**src/rtl/ssp_fifo_pkg.sv**
```systemverilog
package ssp_fifo_pkg;

  localparam int FIFO_DEPTH = 16;
  localparam int SAMPLE_W   = 16;
  localparam int LVL_W      = $clog2(FIFO_DEPTH);
  localparam int STATUS_W   = 32;
  localparam int FLAG_N     = 3;
  localparam int PAD_W      = STATUS_W - 2 * LVL_W - 10;

  // Sticky flag slots, also the bit order of err_clr.
  localparam int FLG_UNDERRUN = 0;
  localparam int FLG_OVERRUN  = 1;
  localparam int FLG_BITCNT   = 2;

  typedef struct packed {
    logic [PAD_W-1:0] pad;
    logic [LVL_W-1:0] tx_level;
    logic [LVL_W-1:0] rx_level;
    logic             tx_odd;
    logic             rx_odd;
    logic             tx_not_full;
    logic             rx_not_empty;
    logic             tx_req;
    logic             rx_req;
    logic             tx_underrun;
    logic             rx_overrun;
    logic             bitcnt_err;
    logic             busy;
  } status_t;

  // Entries the transmit side reports: only complete pairs count.
  function automatic int tx_entries(int samples);
    return samples / 2;
  endfunction

  // Entries the receive side reports: a lone sample still occupies an entry.
  function automatic int rx_entries(int samples, bit packed_mode);
    if (packed_mode) return (samples + 1) / 2;
    return samples / 2;
  endfunction

  // Fold a signed value into 0 .. depth-1.
  function automatic int wrap_level(int value, int depth);
    int r;
    r = value % depth;
    if (r < 0) r = r + depth;
    return r;
  endfunction

  function automatic bit svc_low(int level, int thr);
    return level <= thr + 1;
  endfunction

  function automatic bit svc_high(int level, int thr);
    return level > thr;
  endfunction

endpackage

```
**src/rtl/ssp_sample_fifo.sv**
```systemverilog
module ssp_sample_fifo #(
  parameter int DEPTH    = ssp_fifo_pkg::FIFO_DEPTH,
  parameter int SAMPLE_W = ssp_fifo_pkg::SAMPLE_W,
  parameter int PACK_CAP = 2 * DEPTH,
  parameter bit POP_PAIR = 1'b0,
  parameter int SLOTS    = 2 * DEPTH,
  parameter int CW       = $clog2(SLOTS + 1)
) (
  input  logic                  clk,
  input  logic                  rst_n,
  input  logic                  pack,
  input  logic                  push,
  input  logic [2*SAMPLE_W-1:0] push_data,
  input  logic                  pop,
  output logic [2*SAMPLE_W-1:0] pop_data,
  output logic [CW-1:0]         count,
  output logic                  push_drop,
  output logic                  pop_void
);

  localparam int PW = $clog2(SLOTS);

  logic [SAMPLE_W-1:0] mem [SLOTS];
  logic [PW-1:0]       wptr, rptr;
  logic [CW-1:0]       cnt, push_amt, pop_amt, cap;
  logic                push_ok, pop_ok;
  logic [SAMPLE_W-1:0] head0, head1;
  logic                pair_out;

  always_comb begin
    push_amt  = pack ? CW'(1) : CW'(2);
    cap       = pack ? CW'(PACK_CAP) : CW'(SLOTS);
    push_ok   = push && ((cnt + push_amt) <= cap);
    push_drop = push && !push_ok;
    pop_ok    = pop && (cnt != '0);
    pop_void  = pop && (cnt == '0);
    head0     = mem[rptr];
    head1     = mem[rptr + PW'(1)];
  end

  // Pair-wide reads: unpacked always, packed only on the pairing side.
  generate
    if (POP_PAIR) begin : g_pair
      assign pair_out = !pack || (cnt >= CW'(2));
    end else begin : g_single
      assign pair_out = !pack;
    end
  endgenerate

  always_comb begin
    pop_amt = pair_out ? CW'(2) : CW'(1);
    if (cnt == '0)    pop_data = '0;
    else if (pair_out) pop_data = {head1, head0};
    else               pop_data = {{SAMPLE_W{1'b0}}, head0};
  end

  always_ff @(posedge clk) begin
    if (push_ok) begin
      mem[wptr] <= push_data[SAMPLE_W-1:0];
      if (!pack) mem[wptr + PW'(1)] <= push_data[2*SAMPLE_W-1:SAMPLE_W];
    end
  end

  always_ff @(posedge clk or negedge rst_n) begin
    if (!rst_n) begin
      wptr <= '0;
      rptr <= '0;
      cnt  <= '0;
    end else begin
      if (push_ok) wptr <= wptr + PW'(push_amt);
      if (pop_ok)  rptr <= rptr + PW'(pop_amt);
      cnt <= cnt + (push_ok ? push_amt : '0) - (pop_ok ? pop_amt : '0);
    end
  end

  assign count = cnt;

endmodule

```
**src/rtl/ssp_sticky_flags.sv**
```systemverilog
module ssp_sticky_flags #(
  parameter int N = ssp_fifo_pkg::FLAG_N
) (
  input  logic         clk,
  input  logic         rst_n,
  input  logic [N-1:0] set,
  input  logic [N-1:0] clr,
  output logic [N-1:0] q
);

  generate
    for (genvar i = 0; i < N; i++) begin : g_flag
      always_ff @(posedge clk or negedge rst_n) begin
        if (!rst_n)      q[i] <= 1'b0;
        else if (set[i]) q[i] <= 1'b1;
        else if (clr[i]) q[i] <= 1'b0;
      end
    end
  endgenerate

endmodule

```
**src/rtl/ssp_status_enc.sv**
```systemverilog
module ssp_status_enc
  import ssp_fifo_pkg::*;
#(
  parameter int DEPTH = FIFO_DEPTH,
  parameter int CW    = $clog2(2 * DEPTH + 1),
  parameter int THR_W = LVL_W
) (
  input  logic              pack,
  input  logic              en,
  input  logic              frame_active,
  input  logic [CW-1:0]     tx_cnt,
  input  logic [CW-1:0]     rx_cnt,
  input  logic [THR_W-1:0]  tx_thr,
  input  logic [THR_W-1:0]  rx_thr,
  input  logic [FLAG_N-1:0] flags,
  output status_t           st
);

  int tx_ent, rx_ent;

  always_comb begin
    tx_ent = tx_entries(int'(tx_cnt));
    rx_ent = rx_entries(int'(rx_cnt), pack);

    st              = '0;
    st.tx_level     = LVL_W'(wrap_level(tx_ent, DEPTH));
    st.rx_level     = LVL_W'(wrap_level(rx_ent - 1, DEPTH));
    st.tx_odd       = pack && tx_cnt[0];
    st.rx_odd       = pack && rx_cnt[0];
    st.tx_not_full  = int'(tx_cnt) != 2 * DEPTH;
    st.rx_not_empty = rx_cnt != '0;
    st.tx_req       = en && svc_low(tx_ent, int'(tx_thr));
    st.rx_req       = en && svc_high(rx_ent, int'(rx_thr));
    st.tx_underrun  = flags[FLG_UNDERRUN];
    st.rx_overrun   = flags[FLG_OVERRUN];
    st.bitcnt_err   = flags[FLG_BITCNT];
    st.busy         = en && frame_active;
  end

endmodule

```
**src/rtl/ssp_fifo_status.sv**
```systemverilog
module ssp_fifo_status
  import ssp_fifo_pkg::*;
#(
  parameter int DEPTH    = FIFO_DEPTH,
  parameter int SMP_W    = SAMPLE_W,
  parameter int BITCNT_W = 6,
  parameter int ENTRY_W  = 2 * SMP_W,
  parameter int THR_W    = LVL_W
) (
  input  logic                clk,
  input  logic                rst_n,
  input  logic                port_en,
  input  logic                pack_en,
  input  logic [THR_W-1:0]    tx_thresh,
  input  logic [THR_W-1:0]    rx_thresh,
  input  logic                host_tx_wr,
  input  logic [ENTRY_W-1:0]  host_tx_data,
  input  logic                host_rx_rd,
  output logic [ENTRY_W-1:0]  host_rx_data,
  input  logic                eng_tx_pull,
  output logic [ENTRY_W-1:0]  eng_tx_sample,
  input  logic                eng_rx_push,
  input  logic [ENTRY_W-1:0]  eng_rx_sample,
  input  logic                frame_active,
  input  logic                frame_sync,
  input  logic [BITCNT_W-1:0] bit_count,
  input  logic [FLAG_N-1:0]   err_clr,
  output logic [STATUS_W-1:0] status
);

  localparam int SLOTS = 2 * DEPTH;
  localparam int CW    = $clog2(SLOTS + 1);

  logic [CW-1:0]     tx_cnt, rx_cnt;
  logic              tx_push_drop, tx_pop_void;
  logic              rx_push_drop, rx_pop_void;
  logic              tur_evt, ror_evt, bce_evt;
  logic [FLAG_N-1:0] flag_set, flag_q;
  status_t           status_q;

  ssp_sample_fifo #(
    .DEPTH(DEPTH), .SAMPLE_W(SMP_W), .PACK_CAP(SLOTS - 1), .POP_PAIR(1'b0),
    .SLOTS(SLOTS), .CW(CW)
  ) u_txq (
    .clk(clk), .rst_n(rst_n), .pack(pack_en),
    .push(host_tx_wr), .push_data(host_tx_data),
    .pop(eng_tx_pull), .pop_data(eng_tx_sample),
    .count(tx_cnt), .push_drop(tx_push_drop), .pop_void(tx_pop_void)
  );

  ssp_sample_fifo #(
    .DEPTH(DEPTH), .SAMPLE_W(SMP_W), .PACK_CAP(SLOTS), .POP_PAIR(1'b1),
    .SLOTS(SLOTS), .CW(CW)
  ) u_rxq (
    .clk(clk), .rst_n(rst_n), .pack(pack_en),
    .push(eng_rx_push), .push_data(eng_rx_sample),
    .pop(host_rx_rd), .pop_data(host_rx_data),
    .count(rx_cnt), .push_drop(rx_push_drop), .pop_void(rx_pop_void)
  );

  // Named error events, visible to the bound checker.
  assign tur_evt = tx_pop_void;
  assign ror_evt = rx_push_drop;
  assign bce_evt = frame_sync && (bit_count != '0);

  always_comb begin
    flag_set               = '0;
    flag_set[FLG_UNDERRUN] = tur_evt;
    flag_set[FLG_OVERRUN]  = ror_evt;
    flag_set[FLG_BITCNT]   = bce_evt;
  end

  ssp_sticky_flags #(.N(FLAG_N)) u_flags (
    .clk(clk), .rst_n(rst_n), .set(flag_set), .clr(err_clr), .q(flag_q)
  );

  ssp_status_enc #(.DEPTH(DEPTH), .CW(CW), .THR_W(THR_W)) u_enc (
    .pack(pack_en), .en(port_en), .frame_active(frame_active),
    .tx_cnt(tx_cnt), .rx_cnt(rx_cnt),
    .tx_thr(tx_thresh), .rx_thr(rx_thresh),
    .flags(flag_q), .st(status_q)
  );

  assign status = status_q;

endmodule

```
**config.mk**
```make
export PLATFORM = sky130hd
export DESIGN_NAME = ssp_fifo_status
export DESIGN_NICKNAME = d
export VERILOG_FILES = /design/src/rtl/ssp_fifo_pkg.sv /design/src/rtl/ssp_sample_fifo.sv /design/src/rtl/ssp_sticky_flags.sv /design/src/rtl/ssp_status_enc.sv /design/src/rtl/ssp_fifo_status.sv
export SDC_FILE = /design/constraint.sdc
export NUM_CORES = 2
export LEC_CHECK = 0
export ABC_AREA = 1
export CAP_MARGIN = 0
export CORE_UTILIZATION = 28
export CTS_BUF_LIST = sky130_fd_sc_hd__clkbuf_4 sky130_fd_sc_hd__clkbuf_8
export DETAILED_ROUTE_END_ITERATION = 10
export GPL_TIMING_DRIVEN = 0
export PLACE_DENSITY = 0.42
export SYNTH_ARGS = -nofsm -noshare
export SYNTH_HDL_FRONTEND = slang
export SYNTH_SLANG_ARGS = --single-unit
```
**constraint.sdc**
```tcl
create_clock -name clk -period 4.3 [get_ports clk]
set_input_delay 0.43 -clock clk [delete_from_list [all_inputs] [get_ports clk]]
set_output_delay 0.43 -clock clk [all_outputs]
set_load 0.02 [all_outputs]
```
Word level (Yosys, flattened, before mapping) --
Memories as Yosys holds them, arrays and structs flattened. Index checks and enable logic that the tools add are counted.
Word-level totals: memories 2, register bits after elaboration 35, bits of input ports 91, output and inout port bits 96, logic and storage cells 96, bits in writable memories 1024
Operators by class: multiplexer cells 31, equality and inequality tests 1, $lt $le $gt $ge 7, reductions and logical operators 24, bitwise operators 2, add/sub/neg operators 20
Memory list:
- u_rxq.mem | depth 32, bits a word 16, read ports 2, clocked after memory_dff 0, wr ports 2, line ssp_sample_fifo.sv:23 | logic [SAMPLE_W-1:0] mem [SLOTS];
- u_txq.mem | depth 32, bits a word 16, read ports 2, clocked after memory_dff 0, wr ports 2, line ssp_sample_fifo.sv:23
Operators by type and width (number):
- $mux 32 | 6
- $add 32x1->32 | 1
- $gt 32x5->1 | 1
- $le 6x32->1 | 1
- $sub 32x2->32 const B | 1
- $mux 6 | 4
- $add 5x1->5 const B | 4
- $reduce_bool 6->1 | 3
- $mux 1 | 16
- $add 5x5->5 | 3
- $add 6x2->6 | 2
- $add 6x6->6 | 2
- $logic_and 1x1->1 | 12
- $logic_not 6->1 | 2
- $sub 6x6->6 | 2
- $add 4x1->4 const B | 2
- $mux 4 | 2
- $add 6x1->7 const B | 1
- $ge 6x2->1 const B | 1
- $le 6x6->1 | 1
- $le 6x6->1 const B | 1
- $mux 2 | 3
- $ne 6x6->1 const B | 1
- $reduce_bool 2->1 | 3
- 9 further kinds | 10

Depth between registers and ports, before layout --
depth after elaboration 10, depth in mapped cells 28, depth with buffers taken out 22

Modules after synthesis --
From an unflattened synthesis, not the netlist that was laid out.
Unflattened totals: cell total of the unflattened synthesis 9749, area total of the unflattened synthesis 71193.3 um^2
Modules (own cells, without submodules):
- ssp_sample_fifo (u_rxq) | cells each 5079, times used 1, area each 36593.8 um^2, sequential area each 15775.1 um^2
- ssp_sample_fifo (u_txq) | cells each 4526, times used 1, area each 33748.6 um^2, sequential area each 15775.1 um^2
- ssp_status_enc | cells each 123, times used 1, area each 706.9 um^2, sequential area each 0.0 um^2
- ssp_sticky_flags | cells each 15, times used 1, area each 120.1 um^2, sequential area each 75.1 um^2
- ssp_fifo_status | cells each 6, times used 1, area each 23.8 um^2, sequential area each 0.0 um^2

Least setup slack after synthesis --
Ideal clock, no wire load.
path type input to register, from input pack_en, to memory u_txq.mem[0][0], enable pin, required time 3889 ps, path buffers 6, library setup time 411 ps, path slack -1115 ps, stages 20, arrival 5004 ps, path through buf_2 inv_2 buf_4 buf_2 buf_2 clkbuf_1 ha_1 nor2_1 nor2_1 nor2_1 nand2_1 xor2_1 ha_1 a21o_1 nor2_1 nand2_1 a21oi_2 buf_2 nand2_1 o21ai_0
RTL lines:
- from (decl) | line ssp_fifo_status.sv:13 | input logic pack_en,
- to (decl) | line ssp_sample_fifo.sv:23

Final worst setup path --
from register u_txq.rptr[0], to output eng_tx_sample[14]
On the way: cells in the longest elaborated chain, start to end 3
Ends and longest elaborated chain:
- from (decl) | line ssp_sample_fifo.sv:24 | logic [PW-1:0] wptr, rptr;
- from (signal assigned) | line ssp_sample_fifo.sv:71 | if (pop_ok) rptr <= rptr + PW'(pop_amt);
- $mem_v2 32x16
- $mux 32 | line ssp_sample_fifo.sv:53 | else if (pair_out) pop_data = {head1, head0};
- $mux 32 | line ssp_sample_fifo.sv:52 | if (cnt == '0) pop_data = '0;
- to (decl) | line ssp_fifo_status.sv:21 | output logic [ENTRY_W-1:0] eng_tx_sample,
Every way passes these cells.

==> impl_results.md <==
* Result of the run: finished, violations left
* Violated checks: max-capacitance violations, max-slew violations, negative setup slack
* Max-capacitance violation count at 3
* Fraction of layout cells with a size suffix above 1 at 0.140
* Start point of the worst hold path: pack_en
* Root buffer cell: sky130_fd_sc_hd__clkbuf_8
* Starting density of the core at 0.283
* Total routing resource utilization after global routing at 0.400
* Startpoint types: register
* Class of the most critical hold timing path: in2reg
* Longest individual stage delay on the worst path at 0.50 ns
* Cell row count at 184
* Core Util, Final at 0.339
* Max-slew violation count at 33
* Critical path depth in cells at 11
* Number of vias per cell at 5.99
* Skew-Pair Late Insertion Delay at 1.03 ns
* Pin count of the biggest net entering global routing at 25
* Number of DRC violations after detailed routing at 0
* Critical path startpoint: u_txq.rptr[0]
* Final-layout fill cell count at 27100
* Total of flip-flops plus latches after synthesis at roughly 1100
* Critical Path Fanout Max at 10
* Y dimension of the die at between 500 and 600 um
* First-pass GRT wire length at about 690 mm
* Synth cell types at 35
* Maximum achievable frequency at 225 MHz
* Area delta synth->final at 20.0%
* Maximum clock skew at final layout at a little over 0.06 ns
* Worst hold margin at 0.0409 ns
* Gp weighted congestion at 1.11
* Antenna violations before repair at 40
* Power density over the cells at 852 mW/mm^2
* Data required time of the critical path at 3.87 ns
* Hold-critical path depth at 4
* Clock net sink count at around 1100
* Depth of the most critical reg-to-reg path at 5
* Design area at between 0.08 and 0.09 mm^2
* Final-report hold violation count at 0
* Buffers on Ports at 170
* Measured slew at the worst slew-check pin at 1.56 ns
* Master of the slowest instance on the critical path: sky130_fd_sc_hd__dfrtp_2
* # IOs at 187
* Post-synthesis cell type with the largest combined area: sky130_fd_sc_hd__edfxtp_1
* Instance area at placement at 0.0777 mm^2
* Critical path type: reg2out
* GRT Residual Overflow at 0
* Critical path capture point type: primary output
* Critical path, cell by cell: buf_12, buf_6, buf_2, clkbuf_16, o21ai_0, nand3_1, nand2_1, nor2_2, nor2_4, nor2_4, dlygate4sd2_1
* Number of buffers and inverters on the critical path at 5
* Post-DRT Antenna Nets at 0
* Highest ir drop seen on vdd at 496 uV
* FF-to-FF Start: u_rxq.wptr[1]
* Total vias in the final route at slightly above 80000
* Leading cell type in the layout, fill and taps excluded: sky130_fd_sc_hd__nand2_1
* Max-Slew Margin vs Limit at -0.0367
* Synth Cell Area at roughly 0.071 mm^2
* CTS tree: built
* Width of the die at about 510 um
* CTS H-tree lvls at 4
* Area of the die at 0.257 mm^2
* Data arrival time of the worst path at 4.01 ns
* Drt first-iter violations at between 10000 and 15000
* Avg Inst Size Synth at 7.48 um^2
* Final setup viols at 45
* Most frequent cell on the critical path: sky130_fd_sc_hd__nor2_4
* Setup repair after global routing missed its margin: yes
* Min Clock Period, post-route at 4.44 ns
* Most area-consuming cells after synthesis: sky130_fd_sc_hd__edfxtp_1 43%, sky130_fd_sc_hd__nand2_1 16%, sky130_fd_sc_hd__nand3_1 8.1%, sky130_fd_sc_hd__o21ai_0 5.4%, sky130_fd_sc_hd__nand4_1 4.7%
* Synthesized instance count at between 9000 and 10000
* Post-synth top area share at 0.431
* DP HPWL at 407 mm
* Post-route total power at 72.9 mW
* Core box area at ~0.25 mm^2
* Number of warning messages in the yosys log at 0
* Sequential fraction of the synthesis area at 0.444
* Static leakage at approximately 35 nW
* Largest delay contributor family on the critical path: buffers and inverters
* Clock slew seen by the registers of the worst setup and hold paths at around 0.060 ns
* Final worst slack at -0.142 ns
* CTS Buffer Depth at 3
* Final layout net count at 10200
* Final routed wire length divided by cell count at 39.1 um
* Number of clock buffers inserted by TritonCTS at 210
* Number of global-route vias before repair at about 75000
* Router iterations before antenna repair at 8
* Period utilization at 1.03
* Final wirelength at 529 mm
* Commonest non-fill, non-tap cells in the layout: 2962 x sky130_fd_sc_hd__nand2_1, 1077 x sky130_fd_sc_hd__nand3_1, 1024 x sky130_fd_sc_hd__edfxtp_1, 719 x sky130_fd_sc_hd__o21ai_0, 539 x sky130_fd_sc_hd__a21oi_1
==> routing by layer <==
layer,up-vias,GRT usage,part of all wire
met1,39600,0.441,0.35
li1,33900,-,-
met3,1824,0.0992,0.090
met4,32,0.398,0.12
met5,-,0,0.00042
met2,5753,0.621,0.44
==> cell families (layout without fill, tap and decap cells) <==
kind of cell / Yosys count / after routing / synth area share
adders and majority gates: 67 / 67 / 0.0128
AOI/OAI and AO/OA: 1689 / 1689 / 0.130
other: 1 / 44 / 0.0000526
xor gates and xnor gates: 33 / 33 / 0.00405
buffers and inverters: 1488 / 2101 / 0.0857
DFF: 1059 / 1059 / 0.444
and+or+nand+nor: 5195 / 5195 / 0.323
==> power breakdown <==
group / switching (mW) / internal [mW]
logic: 37.3 / 11.5
registers: 0.625 / 12.2
clock network: 5.29 / 5.96
total: 43.2 / 29.6
==> stage by stage <==
step | worst slack, ns | instances | TNS (ns)
final | -0.142 | 13500 | -2.57
after global placement | -5.03 | 13100 | -7418.15
after CTS | -0.283 | 13500 | -6.80
after detailed placement | -4.34 | 13100 | -6462.10
after global routing | -0.217 | 13500 | -1.05
after floorplan | -0.0735 | 9545 | -0.0735
==> cells in the mapped netlist (all sizes together) <==
| cell type | number |
|---|---|
| conb | 1 |
| nand2 | 3015 |
| a31oi | 2 |
| ha | 57 |
| o21ai | 771 |
| xor2 | 29 |
| a21oi | 565 |
| o211ai | 313 |
| a21o | 3 |
| inv | 517 |
| edfxtp | 1024 |
| fa | 10 |
| nor2 | 435 |
| nand3b | 1 |
| nor4 | 2 |
| nand3 | 1151 |
| buf | 468 |
| nor3 | 10 |
| clkbuf | 499 |
| xnor2 | 4 |
| a21bo | 1 |
| nand4 | 581 |
| o22ai | 34 |
| dfrtp | 35 |
| clkinv | 4 |
==> registers in the layout, indices dropped and copies added, names as in the netlist <==
name and cells:
u_rxq.mem 512, u_rxq.wptr 5, u_rxq.rptr 5, u_txq.mem 512
u_txq.count 6, u_flags.q 3, u_txq.rptr 5, u_txq.wptr 5
u_rxq.count 6
==> timing repair <==
action                     4_1_cts  5_1_grt
resized for setup             1091      342
hold endpoints to repair        38        0
cloned                           1        0
setup endpoints to repair     2140      919
pin swaps                       29       49
setup buffers                   20       23
hold buffers                     6        0
==> worst min-delay path, cell delays in order <==
cell,delay [ns]
sky130_fd_sc_hd__buf_6,0.27
sky130_fd_sc_hd__ha_1,0.19
sky130_fd_sc_hd__nand2_1,0.04
sky130_fd_sc_hd__o21ai_0,0.06
==> path summary, 6_finish.rpt <==
kind | slack (ns) | endpoint
hold / removal | 0.04 | u_txq.wptr[0]
setup / recovery | -0.14 | eng_tx_sample[14]
setup reg to reg | -0.08 | u_rxq.mem[4][4]
max in group asynchronous | 2.53 | u_rxq.rptr[0]
hold reg to reg | 0.53 | u_flags.q[2]
min in group asynchronous | 0.48 | u_rxq.count[5]
==> area by class of cell <==
type,instances,area (um^2),area share
clock buffers,268,3360,0.0393
flip-flops and latches,1059,31600,0.370
well taps,3348,4190,0.0490
inverters,521,1980,0.0232
clock inverters,110,921,0.0108
plain buffers,964,5720,0.0668
repair buffers,238,2330,0.0273
diodes,30,75.1,0.000878
multi-input cells,6998,35300,0.413
No activity file was read; power rests on OpenSTA's default activity.
